File: src/rtl/irq_ctrl_pkg.sv
package irq_ctrl_pkg;
  localparam int NSRC   = 5;
  localparam int IDX_W  = 3;
  localparam int REG_W  = 8;
  localparam int R0_SRC = 3;  // sources whose bits sit in register 0

  typedef enum logic [IDX_W-1:0] {
    SRC_EXT   = 3'd0,
    SRC_TMR0  = 3'd1,
    SRC_TMR1  = 3'd2,
    SRC_TBASE = 3'd3,
    SRC_ADC   = 3'd4
  } src_e;

  typedef enum logic {
    ST_IDLE = 1'b0,
    ST_WAIT = 1'b1
  } hs_state_e;
endpackage

File: src/rtl/irq_pin_edge.sv
module irq_pin_edge #(
  parameter int SYNC_STAGES = 2
) (
  input  logic clk,
  input  logic rst_n,
  input  logic pin,
  output logic fall
);
  logic [SYNC_STAGES-1:0] sync_q, sync_d;
  logic prev_q;

  generate
    if (SYNC_STAGES == 1) begin : g_one
      assign sync_d = pin;
    end else begin : g_many
      assign sync_d = {sync_q[SYNC_STAGES-2:0], pin};
    end
  endgenerate

  always_ff @(posedge clk or negedge rst_n) begin
    if (!rst_n) begin
      sync_q <= '0;
      prev_q <= 1'b0;
    end else begin
      sync_q <= sync_d;
      prev_q <= sync_q[SYNC_STAGES-1];
    end
  end

  assign fall = prev_q & ~sync_q[SYNC_STAGES-1];
endmodule

File: src/rtl/irq_flag_regs.sv
module irq_flag_regs
  import irq_ctrl_pkg::*;
(
  input  logic             clk,
  input  logic             rst_n,
  input  logic             reg_wr,
  input  logic             reg_addr,
  input  logic [REG_W-1:0] reg_wdata,
  input  logic [NSRC-1:0]  event_set,
  input  logic [NSRC-1:0]  svc_clr,
  input  logic             gie_clr,
  output logic             gie,
  output logic [NSRC-1:0]  en,
  output logic [NSRC-1:0]  flag,
  output logic [REG_W-1:0] reg_rdata
);
  logic wr0, wr1;
  logic gie_q, gie_d;
  logic [NSRC-1:0] en_q, en_d, flag_q, flag_d;

  assign wr0 = reg_wr & ~reg_addr;
  assign wr1 = reg_wr &  reg_addr;

  // Global enable: service clears it, a software write in the same cycle wins.
  always_comb begin
    gie_d = gie_q;
    if (gie_clr) gie_d = 1'b0;
    if (wr0)     gie_d = reg_wdata[0];
  end

  generate
    for (genvar i = 0; i < NSRC; i++) begin : g_src
      localparam bit IN_R1 = (i >= R0_SRC);
      localparam int LOC   = IN_R1 ? (i - R0_SRC) : i;
      localparam int EN_B  = IN_R1 ? LOC : (LOC + 1);
      localparam int FL_B  = 4 + LOC;
      logic wr_me;
      assign wr_me = IN_R1 ? wr1 : wr0;

      always_comb begin
        en_d[i] = en_q[i];
        if (wr_me) en_d[i] = reg_wdata[EN_B];
      end

      // Order: service clear, then software write, then hardware set on top.
      always_comb begin
        flag_d[i] = flag_q[i];
        if (svc_clr[i])   flag_d[i] = 1'b0;
        if (wr_me)        flag_d[i] = reg_wdata[FL_B];
        if (event_set[i]) flag_d[i] = 1'b1;
      end
    end
  endgenerate

  always_ff @(posedge clk or negedge rst_n) begin
    if (!rst_n) begin
      gie_q  <= 1'b0;
      en_q   <= '0;
      flag_q <= '0;
    end else begin
      gie_q  <= gie_d;
      en_q   <= en_d;
      flag_q <= flag_d;
    end
  end

  logic [REG_W-1:0] r0_view, r1_view;
  assign r0_view = {1'b0, flag_q[2:0], en_q[2:0], gie_q};
  assign r1_view = {2'b00, flag_q[4:3], 2'b00, en_q[4:3]};
  assign reg_rdata = reg_addr ? r1_view : r0_view;

  assign gie  = gie_q;
  assign en   = en_q;
  assign flag = flag_q;
endmodule

File: src/rtl/irq_arbiter.sv
module irq_arbiter
  import irq_ctrl_pkg::*;
(
  input  logic [NSRC-1:0]  req,
  output logic             valid,
  output logic [IDX_W-1:0] idx
);
  // Lowest index wins: scan downward so the last hit is the smallest.
  always_comb begin
    valid = |req;
    idx   = '0;
    for (int i = NSRC - 1; i >= 0; i--) begin
      if (req[i]) idx = IDX_W'(i);
    end
  end
endmodule

File: src/rtl/irq_vector_ctrl.sv
module irq_vector_ctrl #(
  parameter int VEC_W       = 8,
  parameter int VEC_BASE    = 4,
  parameter int VEC_STEP    = 4,
  parameter int SYNC_STAGES = 2
) (
  input  logic             clk,
  input  logic             rst_n,
  input  logic             reg_wr,
  input  logic             reg_addr,
  input  logic [7:0]       reg_wdata,
  output logic [7:0]       reg_rdata,
  input  logic             ext_pin,
  input  logic             tmr0_ovf,
  input  logic             tmr1_ovf,
  input  logic             tbase_ovf,
  input  logic             adc_done,
  input  logic             stack_full,
  output logic             irq_req,
  output logic [VEC_W-1:0] irq_vector,
  input  logic             irq_ack,
  output logic             wake
);
  import irq_ctrl_pkg::*;

  logic            ext_fall;
  logic [NSRC-1:0] evt, en_w, flag_w, elig, svc_clr;
  logic            gie_w, arb_valid, take, done;
  logic [IDX_W-1:0] arb_idx;

  hs_state_e        st_q, st_d;
  logic             req_q, req_d;
  logic [IDX_W-1:0] idx_q;
  logic             idx_ld;
  logic             pend_q;

  irq_pin_edge #(.SYNC_STAGES(SYNC_STAGES)) u_edge (
    .clk(clk), .rst_n(rst_n), .pin(ext_pin), .fall(ext_fall)
  );

  assign evt = {adc_done, tbase_ovf, tmr1_ovf, tmr0_ovf, ext_fall};

  irq_flag_regs u_regs (
    .clk(clk), .rst_n(rst_n),
    .reg_wr(reg_wr), .reg_addr(reg_addr), .reg_wdata(reg_wdata),
    .event_set(evt), .svc_clr(svc_clr), .gie_clr(done),
    .gie(gie_w), .en(en_w), .flag(flag_w), .reg_rdata(reg_rdata)
  );

  assign elig = flag_w & en_w & {NSRC{gie_w}};

  irq_arbiter u_arb (.req(elig), .valid(arb_valid), .idx(arb_idx));

  // Handshake: one strobe, then wait for the acknowledge.
  assign take   = (st_q == ST_IDLE) & arb_valid & ~stack_full;
  assign done   = (st_q == ST_WAIT) & irq_ack;
  assign idx_ld = take;

  always_comb begin
    st_d  = st_q;
    req_d = take;
    case (st_q)
      ST_IDLE: if (take) st_d = ST_WAIT;
      ST_WAIT: if (irq_ack) st_d = ST_IDLE;
      default: st_d = ST_IDLE;
    endcase
  end

  always_comb begin
    svc_clr = '0;
    if (done) svc_clr[idx_q] = 1'b1;
  end

  always_ff @(posedge clk or negedge rst_n) begin
    if (!rst_n) begin
      st_q  <= ST_IDLE;
      req_q <= 1'b0;
    end else begin
      st_q  <= st_d;
      req_q <= req_d;
    end
  end

  always_ff @(posedge clk or negedge rst_n) begin
    if (!rst_n)      idx_q <= '0;
    else if (idx_ld) idx_q <= arb_idx;
  end

  assign pend_q     = (st_q == ST_WAIT);
  assign irq_req    = req_q;
  assign irq_vector = VEC_W'(VEC_BASE + int'(idx_q) * VEC_STEP);
  assign wake       = |(flag_w & en_w);
endmodule


File: config.mk
export PLATFORM = sky130hd
export DESIGN_NAME = irq_vector_ctrl
export DESIGN_NICKNAME = d
export VERILOG_FILES = /design/src/rtl/irq_ctrl_pkg.sv /design/src/rtl/irq_pin_edge.sv /design/src/rtl/irq_flag_regs.sv /design/src/rtl/irq_arbiter.sv /design/src/rtl/irq_vector_ctrl.sv
export SDC_FILE = /design/constraint.sdc
export NUM_CORES = 1
export LEC_CHECK = 0
export ABC_AREA = 1
export BUFFER_PORTS_ARGS = -buffer_cell sky130_fd_sc_hd__buf_2
export CAP_MARGIN = 10
export CORE_MARGIN = 2
export CORE_UTILIZATION = 44
export CTS_CLUSTER_SIZE = 12
export DETAILED_ROUTE_END_ITERATION = 16
export PLACE_DENSITY = 0.83
export SYNTH_ARGS = -nofsm -noshare
export SYNTH_HDL_FRONTEND = slang
export SYNTH_HIERARCHICAL = 1
export SYNTH_SLANG_ARGS = --single-unit
export TNS_END_PERCENT = 50
File: constraint.sdc
create_clock -name clk -period 1.1 [get_ports clk]
set_input_delay 0.33 -clock clk [delete_from_list [all_inputs] [get_ports clk]]
set_output_delay 0.33 -clock clk [all_outputs]
set_load 0.01 [all_outputs]
== Word-level counts from Yosys, hierarchy flattened ==
Cells that the tools add are included.

* Memories kept: 0
* Bits in latches: 0
* Bits in read-only memories: 0
* Input bits: 19
* Flip-flop bits (word level): 19
* Logic and storage cells: 66
* RAM bits: 0

* Eq/ne operators: 0
* Divide/modulo/power cells: 0
* Bitwise gates (word level): 12
* $mul: 0
* Muxes and demuxes: 29
* Add/subtract/negate cells: 1
* Magnitude comparators: 2
* Reduce and logical (&&, ||, !) cells: 9
* Shift-type cells: 0

{| class="wikitable"
|+ Operators with widths
! cell !! number
|-
| two-way mux 1 bit || 20
|-
| two-way mux 3 bit || 5
|-
| nonzero test 3 bit || 5
|-
| AND 5 bit || 2
|-
| OR reduction 5 bit || 2
|-
| two-way mux 7 bit || 1
|-
| adder 3 x 5 -> 6 bit, first input constant || 1
|-
| AND 1 bit || 6
|-
| two-way mux 5 bit || 1
|-
| less-than comparator 3 x 4 -> 1 bit, second input constant || 1
|-
| NOT 1 bit || 4
|-
| demux 1 bit (select 3 bit) || 1
|-
| >= comparator 3 x 1 -> 1 bit, second input constant || 1
|-
| one-hot mux 1 bit (2 select lines) || 1
|-
| nonzero test 2 bit || 1
|-
| logical AND 1 bit || 1
|}

== Depth between registers and ports, before layout ==
Gate-level depths: netlist (run 1).

* Depth after elaboration: 8
* Depth in mapped cells: 7

== By module ==
Netlist (run 1), hierarchy kept.

{| class="wikitable"
|+ By module, submodules not included
! module !! area each (sq um) !! seq. area each (sq um) !! instances !! cells each
|-
| irq_flag_regs || 576.8 || 275.3 || 1 || 78
|-
| irq_vector_ctrl || 374.1 || 125.1 || 1 || 58
|-
| irq_pin_edge || 85.1 || 75.1 || 1 || 5
|-
| irq_arbiter || 47.5 || 0.0 || 1 || 11
|}

== Least setup slack after synthesis (run 1) ==
OpenSTA, ideal clock, no wires.

* Kind: register to register
* Start: register u_regs.gie_q (netlist: u_regs/gie)
* End: register st_q (netlist: pend_q)
* Arrival: 1.022 ns
* Stages on the path, launching flop included: 7
* Path buffers: 0
* Setup slack: -0.050 ns
* Cell sequence: dfrtp_1 -> inv_1 -> nor2_1 -> nor2_1 -> nand3_1 -> nand3_2 -> o21ai_0

* Word-level cells in the longest chain between the ends: 6

{| class="wikitable"
|+ RTL lines
! item !! line !! source
|-
| start, declared || irq_flag_regs.sv:18 || <nowiki>logic gie_q, gie_d;</nowiki>
|-
| start signal, assigned || irq_flag_regs.sv:61 || <nowiki>gie_q <= gie_d;</nowiki>
|-
| AND 5 bit || irq_vector_ctrl.sv:50 || <nowiki>assign elig = flag_w & en_w & {NSRC{gie_w}};</nowiki>
|-
| named net elig[0] || irq_vector_ctrl.sv:27 || <nowiki>logic [NSRC-1:0] evt, en_w, flag_w, elig, svc_clr;</nowiki>
|-
| OR reduction 5 bit || irq_arbiter.sv:10 || <nowiki>valid = |req;</nowiki>
|-
| named net arb_valid || irq_vector_ctrl.sv:28 || <nowiki>logic gie_w, arb_valid, take, done;</nowiki>
|-
| AND 1 bit (2 in a row) || irq_vector_ctrl.sv:55 || <nowiki>assign take = (st_q == ST_IDLE) & arb_valid & ~stack_full;</nowiki>
|-
| two-way mux 1 bit || irq_vector_ctrl.sv:63 || <nowiki>ST_IDLE: if (take) st_d = ST_WAIT;</nowiki>
|-
| one-hot mux 1 bit (2 select lines) || irq_vector_ctrl.sv:62 || <nowiki>case (st_q)</nowiki>
|-
| named net st_d || irq_vector_ctrl.sv:31 || <nowiki>hs_state_e st_q, st_d;</nowiki>
|-
| end signal, assigned || irq_vector_ctrl.sv:79 || <nowiki>st_q <= st_d;</nowiki>
|-
| end, declared || irq_vector_ctrl.sv:31 ||
|}

The timed path passes the listed nets, and every way through them passes these cells.
A chain may end at the register's enable or synchronous reset.

== Worst setup path in the final report (run 1) ==
* Start: register idx_q[0]
* End: output irq_vector[4]

* Word-level cells in the longest chain between the ends: 1

{| class="wikitable"
|+ RTL lines
! item !! line !! source
|-
| start, declared || irq_vector_ctrl.sv:33 || <nowiki>logic [IDX_W-1:0] idx_q;</nowiki>
|-
| start signal, assigned || irq_vector_ctrl.sv:86 || <nowiki>else if (idx_ld) idx_q <= arb_idx;</nowiki>
|-
| adder 3 x 5 -> 6 bit || irq_vector_ctrl.sv:91 || <nowiki>assign irq_vector = VEC_W'(VEC_BASE + int'(idx_q) * VEC_STEP);</nowiki>
|-
| end, declared || irq_vector_ctrl.sv:20 || <nowiki>output logic [VEC_W-1:0] irq_vector,</nowiki>
|}

No other way between the ends.

==> Implementation_results.wiki, run 1 <==
{| class="wikitable"
! Metric !! Value
|-
| Run status || finished, violations left
|-
| Violations in the final reports || setup timing
|-
| Final setup fails || 23
|-
| Met3 demand-to-capacity share in global routing || 2.78%
|-
| Commonest register cell after synthesis || sky130_fd_sc_hd__dfrtp_1
|-
| Post-route clock period utilization || 137%
|-
| Max-slew violations || 0
|-
| Power Density || approximately 1500 nW/um^2
|-
| Distinct cell type count after synthesis || 20
|-
| RD Place Congestion || 0.845
|-
| Clock tree from TritonCTS || built
|-
| Antenna violations before repair || 0
|-
| Num CTS Buffers || 3
|-
| Maximum count of clock buffers along a single path || 2
|-
| Number of DRC markers in iteration 0 || 27
|-
| Startpoint of the lowest-slack register-to-register path || u_regs/gie$_DFFE_PN0P_
|-
| Highest-delay cell along the critical path || sky130_fd_sc_hd__dfrtp_1
|-
| Drt first pass iters || 4
|-
| Total wirelength of the detailed-routed design || 2740 um
|-
| Largest area contributor in the synthesized netlist || sky130_fd_sc_hd__dfrtp_1
|-
| Number of global-route vias before repair || 1124
|-
| Clock Tree Root || sky130_fd_sc_hd__clkbuf_4
|-
| Met2 layer usage reported by global route || between 40% and 50%
|-
| Cell types occupying the most area after synthesis || sky130_fd_sc_hd__dfrtp_1, sky130_fd_sc_hd__nand2_1, sky130_fd_sc_hd__inv_1, sky130_fd_sc_hd__nand3_1, sky130_fd_sc_hd__nor2_1
|-
| Syn. warnings || 6
|-
| Number of flops mapped to enable cells by yosys || 0
|-
| Number of top-level design ports || 37
|-
| Setup slack, reg-to-reg || -0.19 ns
|-
| Type of element capturing the critical path || primary output
|-
| Highest achievable clock rate || 0.664 GHz
|-
| Worst hold slack || 0.131 ns
|-
| Num rows || 17
|-
| Ant. Diodes || 0
|-
| Share of the synthesized area in the top cell type || 43.9%
|-
| Tmin final || 1.50 ns
|-
| Capture point of the worst reg-to-reg path || idx_q[0]$_DFFE_PN0P_
|-
| Net count reported at finish || ~220
|-
| Hold path startpoint || ext_pin
|-
| Maximum number of pins on one net before global-route repair || 20
|-
| Maximum vdd ir drop || about 0.00094 V
|-
| Top Usage Layer GRT || met2
|-
| P_leak || 0.855 nW
|-
| Post-detailed-route count of antenna-violating nets || 0
|-
| Die span in x || 53.6 um
|-
| Total die area || 2880 um^2
|-
| Worst Hold End || u_edge/sync_q[0]$_DFF_PN0_
|-
| Class of the tightest hold or removal check || in2reg
|-
| Unrepaired setup endpoints after global routing || true
|-
| Routed length per instance || between 10 and 15 um
|-
| Clock transition at the registers of the reported paths || approximately 0.11 ns
|-
| Global-route wire length before repair || 4630 um
|-
| Final-layout setup total negative slack || -4.96 ns
|-
| Most used standard cells in the synthesized netlist || sky130_fd_sc_hd__nand2_1, sky130_fd_sc_hd__inv_1, sky130_fd_sc_hd__dfrtp_1, sky130_fd_sc_hd__nand3_1, sky130_fd_sc_hd__nor2_1
|-
| Arrival time of the worst setup path || 1.17 ns
|-
| Number of max-cap violations || 0
|-
| Port bufs || 30
|-
| Fin Clk Skew || 0.00480 ns
|-
| Final hold viol count || 0
|-
| Ordered cell list for the critical path || ha_4, xor2_2, buf_2
|-
| Via density || 4.99
|-
| Post-Synthesis Cells || 152
|-
| Number of flip-flops and latches in the synthesized netlist || 19
|-
| Crit-path max FO || 3
|-
| Die Y-Extent || 53.6 um
|-
| Fin worst setup slack || -0.405 ns
|-
| Fraction of layout instances using a drive strength above 1 || 44.0%
|-
| Netlist Area Pre-Place || roughly 1100 um^2
|-
| Nature of the critical path startpoint || flip-flop
|-
| Met1 track demand over resource in global routing || 25.3%
|-
| Worst Setup Slack post-DPL || -0.130 ns
|-
| Fill cell instance count of the final layout || 214
|-
| Most common cell in the synthesized netlist || sky130_fd_sc_hd__nand2_1
|-
| Register area share after synthesis || 43.9%
|-
| Async SR Flop Fraction || 100%
|-
| Worst Hold Path Cells || 1
|-
| Floorplan core area || 2280 um^2
|-
| Crit Path Category || reg2out
|-
| Effective utilization at floorplan || 47.6%
|-
| Area grow syn2layout || 42.1%
|-
| Global-route usage over all layers || around 22%
|-
| Clock sinks || 19
|-
| Biggest cell delay along the critical path || between 0.4 and 0.5 ns
|-
| Routed via count || 1138
|-
| Global-route congestion overflow total || 0
|-
| Post-layout util || 67.7%
|-
| Avg Inst Size Synth || 7.13 um^2
|-
| Insertion delay of the later-clocked pin in the worst-skew pair || 0.30 ns
|-
| DP Wirelength || 1940 um
|-
| Residual DRC || 0
|-
| Reg2reg path depth || 8
|-
| Data required time of the worst path || 0.77 ns
|-
| Total number of H-tree levels || 1
|}
layout by cell type (no fill, tap or decap), drive strengths merged:
cell type	instances
clkinv	1
clkbuf	3
o21ai	5
dlygate4sd3	1
dfrtp	19
nand3	18
conb	5
xor2	1
inv	28
buf	47
nand3b	1
nor3	4
nor2	19
nand4	3
a21oi	1
nand2	43
ha	1
area by class of cell:
class	count	area (um^2)	share of cell area [%]
Timing Repair Buffer	48	337	21.9
Clock inverter	1	5.00	0.325
Tap cell	28	35.0	2.27
Inverter	28	110	7.15
Multi-Input combinational cell	101	554	36.0
Sequential cell	19	477	31.0
Clock buffer	3	22.5	1.46
worst max-delay path by stage:
| stage | from | endpoint | cells after the start |
|---|---|---|---|
| after global placement | idx_q[0]$_DFFE_PN0P_ | irq_vector[4] | 3 |
| after detailed placement | idx_q[0]$_DFFE_PN0P_ | irq_vector[4] | 3 |
| after floorplan | idx_q[0]$_DFFE_PN0P_ | irq_vector[5] | 2 |
| after CTS | idx_q[0]$_DFFE_PN0P_ | irq_vector[4] | 3 |
| final | idx_q[0]$_DFFE_PN0P_ | irq_vector[4] | 3 |
| after global routing | idx_q[0]$_DFFE_PN0P_ | irq_vector[5] | 3 |
through the flow:
step	cells	power, mW	instance area [um^2]
floorplan	155	1.36	1110
global placement	221	1.67	1370
detailed placement	221	1.69	1370
CTS	228	2.21	1500
global route	228	2.47	1540
finish	228	2.27	1540
registers in the layout (all words and copies together), names as in the netlist:
signal	flops
idx_q	3
u_edge/sync_q	2
u_edge/prev_q	1
irq_req	1
u_regs/gie	1
u_regs/flag	5
u_regs/en	5
pend_q	1
metal layers:
| layer | wire length, um | vias to the layer above | part of all wire (%) |
|---|---|---|---|
| li1 | - | 549 | - |
| met1 | 1100 | 525 | 40 |
| met2 | 1450 | 60 | 53 |
| met3 | 150 | 4 | 5.5 |
| met4 | 37 | 0 | 1.4 |
| met5 | 0 | - | 0 |
worst max-delay path: cells and delay by family, from the launching register on:
| kind | cells | cell delay [ns] |
|---|---|---|
| buffers and inverters | 1 | 0.13 |
| adders and majority gates | 1 | 0.18 |
| xor gates and xnor gates | 1 | 0.13 |
| DFF | 1 | 0.43 |
cells by family after synthesis:
kind of cell / share of synthesized area [%]
AO/OA/AOI/OAI: 2.77
XOR/XNOR: 0.808
adder cells (fa/ha/maj): 1.15
buffers and inverters: 14.5
flip-flops: 43.9
other: 0.693
AND/OR/NAND/NOR: 36.1
power by group:
part	switching (mW)	internal (mW)	total, mW	leakage (nW)
logic	0.543	0.469	1.01	0.612
registers	0.101	0.809	0.910	0.225
clock network	0.213	0.136	0.349	0.0177
repair_timing:
action                                  in CTS  in global routing
pin swaps                                    8                  4
buffers inserted                             2                  0
gates resized for setup                     27                 12
hold buffers                                 1                  0
endpoints found under the setup margin      22                 23
hold endpoints to repair                    19                  0
No activity file was read; power rests on OpenSTA's default activity.
==> run 2: changes to the inputs <==
BUFFER_PORTS_ARGS = -buffer_cell sky130_fd_sc_hd__buf_4   (was -buffer_cell sky130_fd_sc_hd__buf_2)
==> run 2 against run 1 <==
Against the previous run:
- the flow still finishes with violations (setup timing)
- worst hold slack worse by 0.0095 ns
- utilization up 6.8 points
- critical path depth unchanged
- worst setup slack worse by 0.021 ns
- maximum frequency down 1.4%
- wire length up 6.9%
- non-clock buffer count up 5
- final cell count up 2.2%
- combinational power up 18%
- via count up 0.88%
- sequential share of layout area down 2.9 points
- critical path type unchanged
==> Implementation_results.wiki, run 2 (synthesized netlist as in run 1, its figures left out) <==
{| class="wikitable"
! Metric !! Value
|-
| Run status || finished, violations left
|-
| Violations in the final reports || setup timing
|-
| Antenna violations before repair || 0 (unchanged)
|-
| Tmin final || 1.53 ns (+0.0208 ns)
|-
| Ordered cell list for the critical path || ha_4, xor2_2, buf_4
|-
| Ant. Diodes || 0 (unchanged)
|-
| Fraction of layout instances using a drive strength above 1 || 47.3% (+3.3 points)
|-
| Die span in x || 53.6 um (unchanged)
|-
| Post-detailed-route count of antenna-violating nets || 0 (unchanged)
|-
| Power Density || 1450 nW/um^2 (-1.3%)
|-
| Die Y-Extent || 53.6 um (unchanged)
|-
| Number of max-cap violations || 0 (unchanged)
|-
| Number of top-level design ports || 37 (unchanged)
|-
| Final hold viol count || 0 (unchanged)
|-
| Crit Path Category || reg2out
|-
| Final setup fails || 23 (unchanged)
|-
| Total number of H-tree levels || 1 (unchanged)
|-
| Final-layout setup total negative slack || -4.82 ns (+0.143 ns)
|-
| Clock Tree Root || sky130_fd_sc_hd__clkbuf_4
|-
| Maximum vdd ir drop || 0.000894 V (-5.0%)
|-
| Fin worst setup slack || -0.426 ns (-0.0208 ns)
|-
| Worst hold slack || 0.122 ns (-0.00949 ns)
|-
| Num CTS Buffers || 3 (unchanged)
|-
| Via density || 4.93 (-1.3%)
|-
| Global-route usage over all layers || 22.6% (+0.73 points)
|-
| Post-layout util || 74.4% (+6.8 points)
|-
| Register area || 475 um^2 (-0.26%)
|-
| Drt first pass iters || 4 (unchanged)
|-
| Clock tree from TritonCTS || built
|-
| Nature of the critical path startpoint || flip-flop
|-
| Most common cell after layout, fill and taps aside || sky130_fd_sc_hd__buf_4
|-
| Post-route clock period utilization || 139% (+1.9 points)
|-
| Crit-path max FO || 3 (unchanged)
|-
| Routed via count || 1148 (+0.88%)
|-
| P_leak || 0.914 nW (+6.9%)
|-
| Clock transition at the registers of the reported paths || 0.11 ns (about the same)
|-
| Final cell count without fillers || 233 (+2.2%)
|-
| Global-route congestion overflow total || 0 (unchanged)
|-
| Residual DRC || 0 (unchanged)
|-
| Fin Clk Skew || 0.00527 ns (+0.000469 ns)
|-
| Maximum count of clock buffers along a single path || 2 (unchanged)
|-
| Routed length per instance || 12.6 um (+4.6%)
|-
| Unrepaired setup endpoints after global routing || true
|-
| Area grow syn2layout || 56.4%
|-
| Type of element capturing the critical path || primary output
|-
| Number of DRC markers in iteration 0 || 23 (-15%)
|-
| Total die area || 2880 um^2 (unchanged)
|-
| Floorplan core area || 2280 um^2 (unchanged)
|-
| Power consumption || 2.46 mW (+8.6%)
|-
| Fill cell instance count of the final layout || 180 (-16%)
|-
| Net count reported at finish || 226 (+2.3%)
|-
| Port bufs || 30 (unchanged)
|-
| Highest achievable clock rate || 0.655 GHz (-1.4%)
|-
| Highest-delay cell along the critical path || sky130_fd_sc_hd__dfrtp_1
|-
| Num rows || 17 (unchanged)
|-
| Maximum number of pins on one net before global-route repair || 20 (unchanged)
|-
| Max-slew violations || 0 (unchanged)
|-
| Area of combinational cells with multiple inputs || 588 um^2 (+6.1%)
|-
| Arrival time of the worst setup path || 1.20 ns (+0.03 ns)
|-
| DP Wirelength || 1880 um (-2.6%)
|-
| Dpl cells || 221 (unchanged)
|-
| Biggest cell delay along the critical path || 0.44 ns (about the same)
|-
| Global-route wire length before repair || 4640 um (+0.15%)
|-
| Effective utilization at floorplan || 47.6% (unchanged)
|-
| Commonest non-fill, non-tap cells in the layout || sky130_fd_sc_hd__buf_4, sky130_fd_sc_hd__nand2_1, sky130_fd_sc_hd__dfrtp_1, sky130_fd_sc_hd__inv_1, sky130_fd_sc_hd__nand3_1
|-
| Insertion delay of the later-clocked pin in the worst-skew pair || 0.31 ns (about the same)
|-
| Class of the tightest hold or removal check || in2reg
|-
| Number of global-route vias before repair || 1134 (+0.89%)
|-
| Total wirelength of the detailed-routed design || 2930 um (+6.9%)
|-
| RD Place Congestion || 0.830 (-1.8%)
|-
| Clock sinks || 19 (unchanged)
|-
| Data required time of the worst path || 0.77 ns (about the same)
|}
==> run 2: changes by cell type in the layout (fill, tap and decap cells not counted), moves of 3 or more <==
cell and change:
sky130_fd_sc_hd__nor2_2 -4, sky130_fd_sc_hd__buf_2 -29, sky130_fd_sc_hd__nand2_1 -3, sky130_fd_sc_hd__buf_4 +29, sky130_fd_sc_hd__buf_6 +6, sky130_fd_sc_hd__nor2_4 +3
==> run 2: final cells by class <==
cell class	count	area share, %
timing repair buffer	53	27.0
tap	28	2.07
clock buffer	4	1.55
multi-input combinational	101	34.7
inverter	28	6.65
sequential	19	28.1
==> run 2: path summary, 6_finish.rpt <==
path / from / end / slack, ns / cells after the start
max: idx_q[0]$_DFFE_PN0P_ / irq_vector[4] / -0.43 / 3
min: ext_pin / u_edge/sync_q[0]$_DFF_PN0_ / 0.12 / 1
max reg2reg: u_regs/flag[0]$_DFFE_PN0P_ / idx_q[2]$_DFFE_PN0P_ / -0.16 / 7
min reg2reg: u_edge/sync_q[0]$_DFF_PN0_ / u_edge/sync_q[1]$_DFF_PN0_ / 0.36 / 0
max in group asynchronous: rst_n / u_edge/sync_q[0]$_DFF_PN0_ / 0.47 / 2
min in group asynchronous: rst_n / idx_q[1]$_DFFE_PN0P_ / 0.42 / 2
==> run 2: critical path: cells and delay by family, from the launching register on <==
kind,cells,cell delay [ns]
XOR/XNOR,1,0.13
adder cells (fa/ha/maj),1,0.18
buffers and inverters,1,0.14
flip-flops,1,0.44
==> run 2: report_power, final <==
group	leakage [nW]	switching [mW]	internal [mW]
combinational	0.672	0.597	0.593
sequential	0.227	0.102	0.808
clock	0.0150	0.224	0.142
total	0.914	0.922	1.54
==> run 2: what timing repair did <==
| item | 4_1_cts | 5_1_grt |
|---|---|---|
| setup buffers | 5 | 2 |
| endpoints found under the setup margin | 22 | 23 |
| endpoints found under the hold margin | 19 | 0 |
| gates resized for setup | 31 | 24 |
| pin swaps | 8 | 6 |
| hold buffers | 1 | 0 |
==> run 2: through the flow <==
| stage | instance area, um^2 | worst slack (ns) |
|---|---|---|
| after floorplan | 1110 | -0.0159 |
| after global placement | 1430 | -0.112 |
| after detailed placement | 1430 | -0.136 |
| after CTS | 1600 | -0.435 |
| after global routing | 1690 | -0.469 |
| final | 1690 | -0.426 |
==> run 2: layer usage <==
layer | share of wire [%] | wire length, um | vias up | GRT usage (%)
li1 | - | - | 561 | -
met1 | 39 | 1140 | 527 | 24.1
met2 | 53 | 1540 | 49 | 43.2
met3 | 5.7 | 167 | 11 | 3.61
met4 | 2.7 | 80 | 0 | 9.83
met5 | 0 | 0 | - | 0
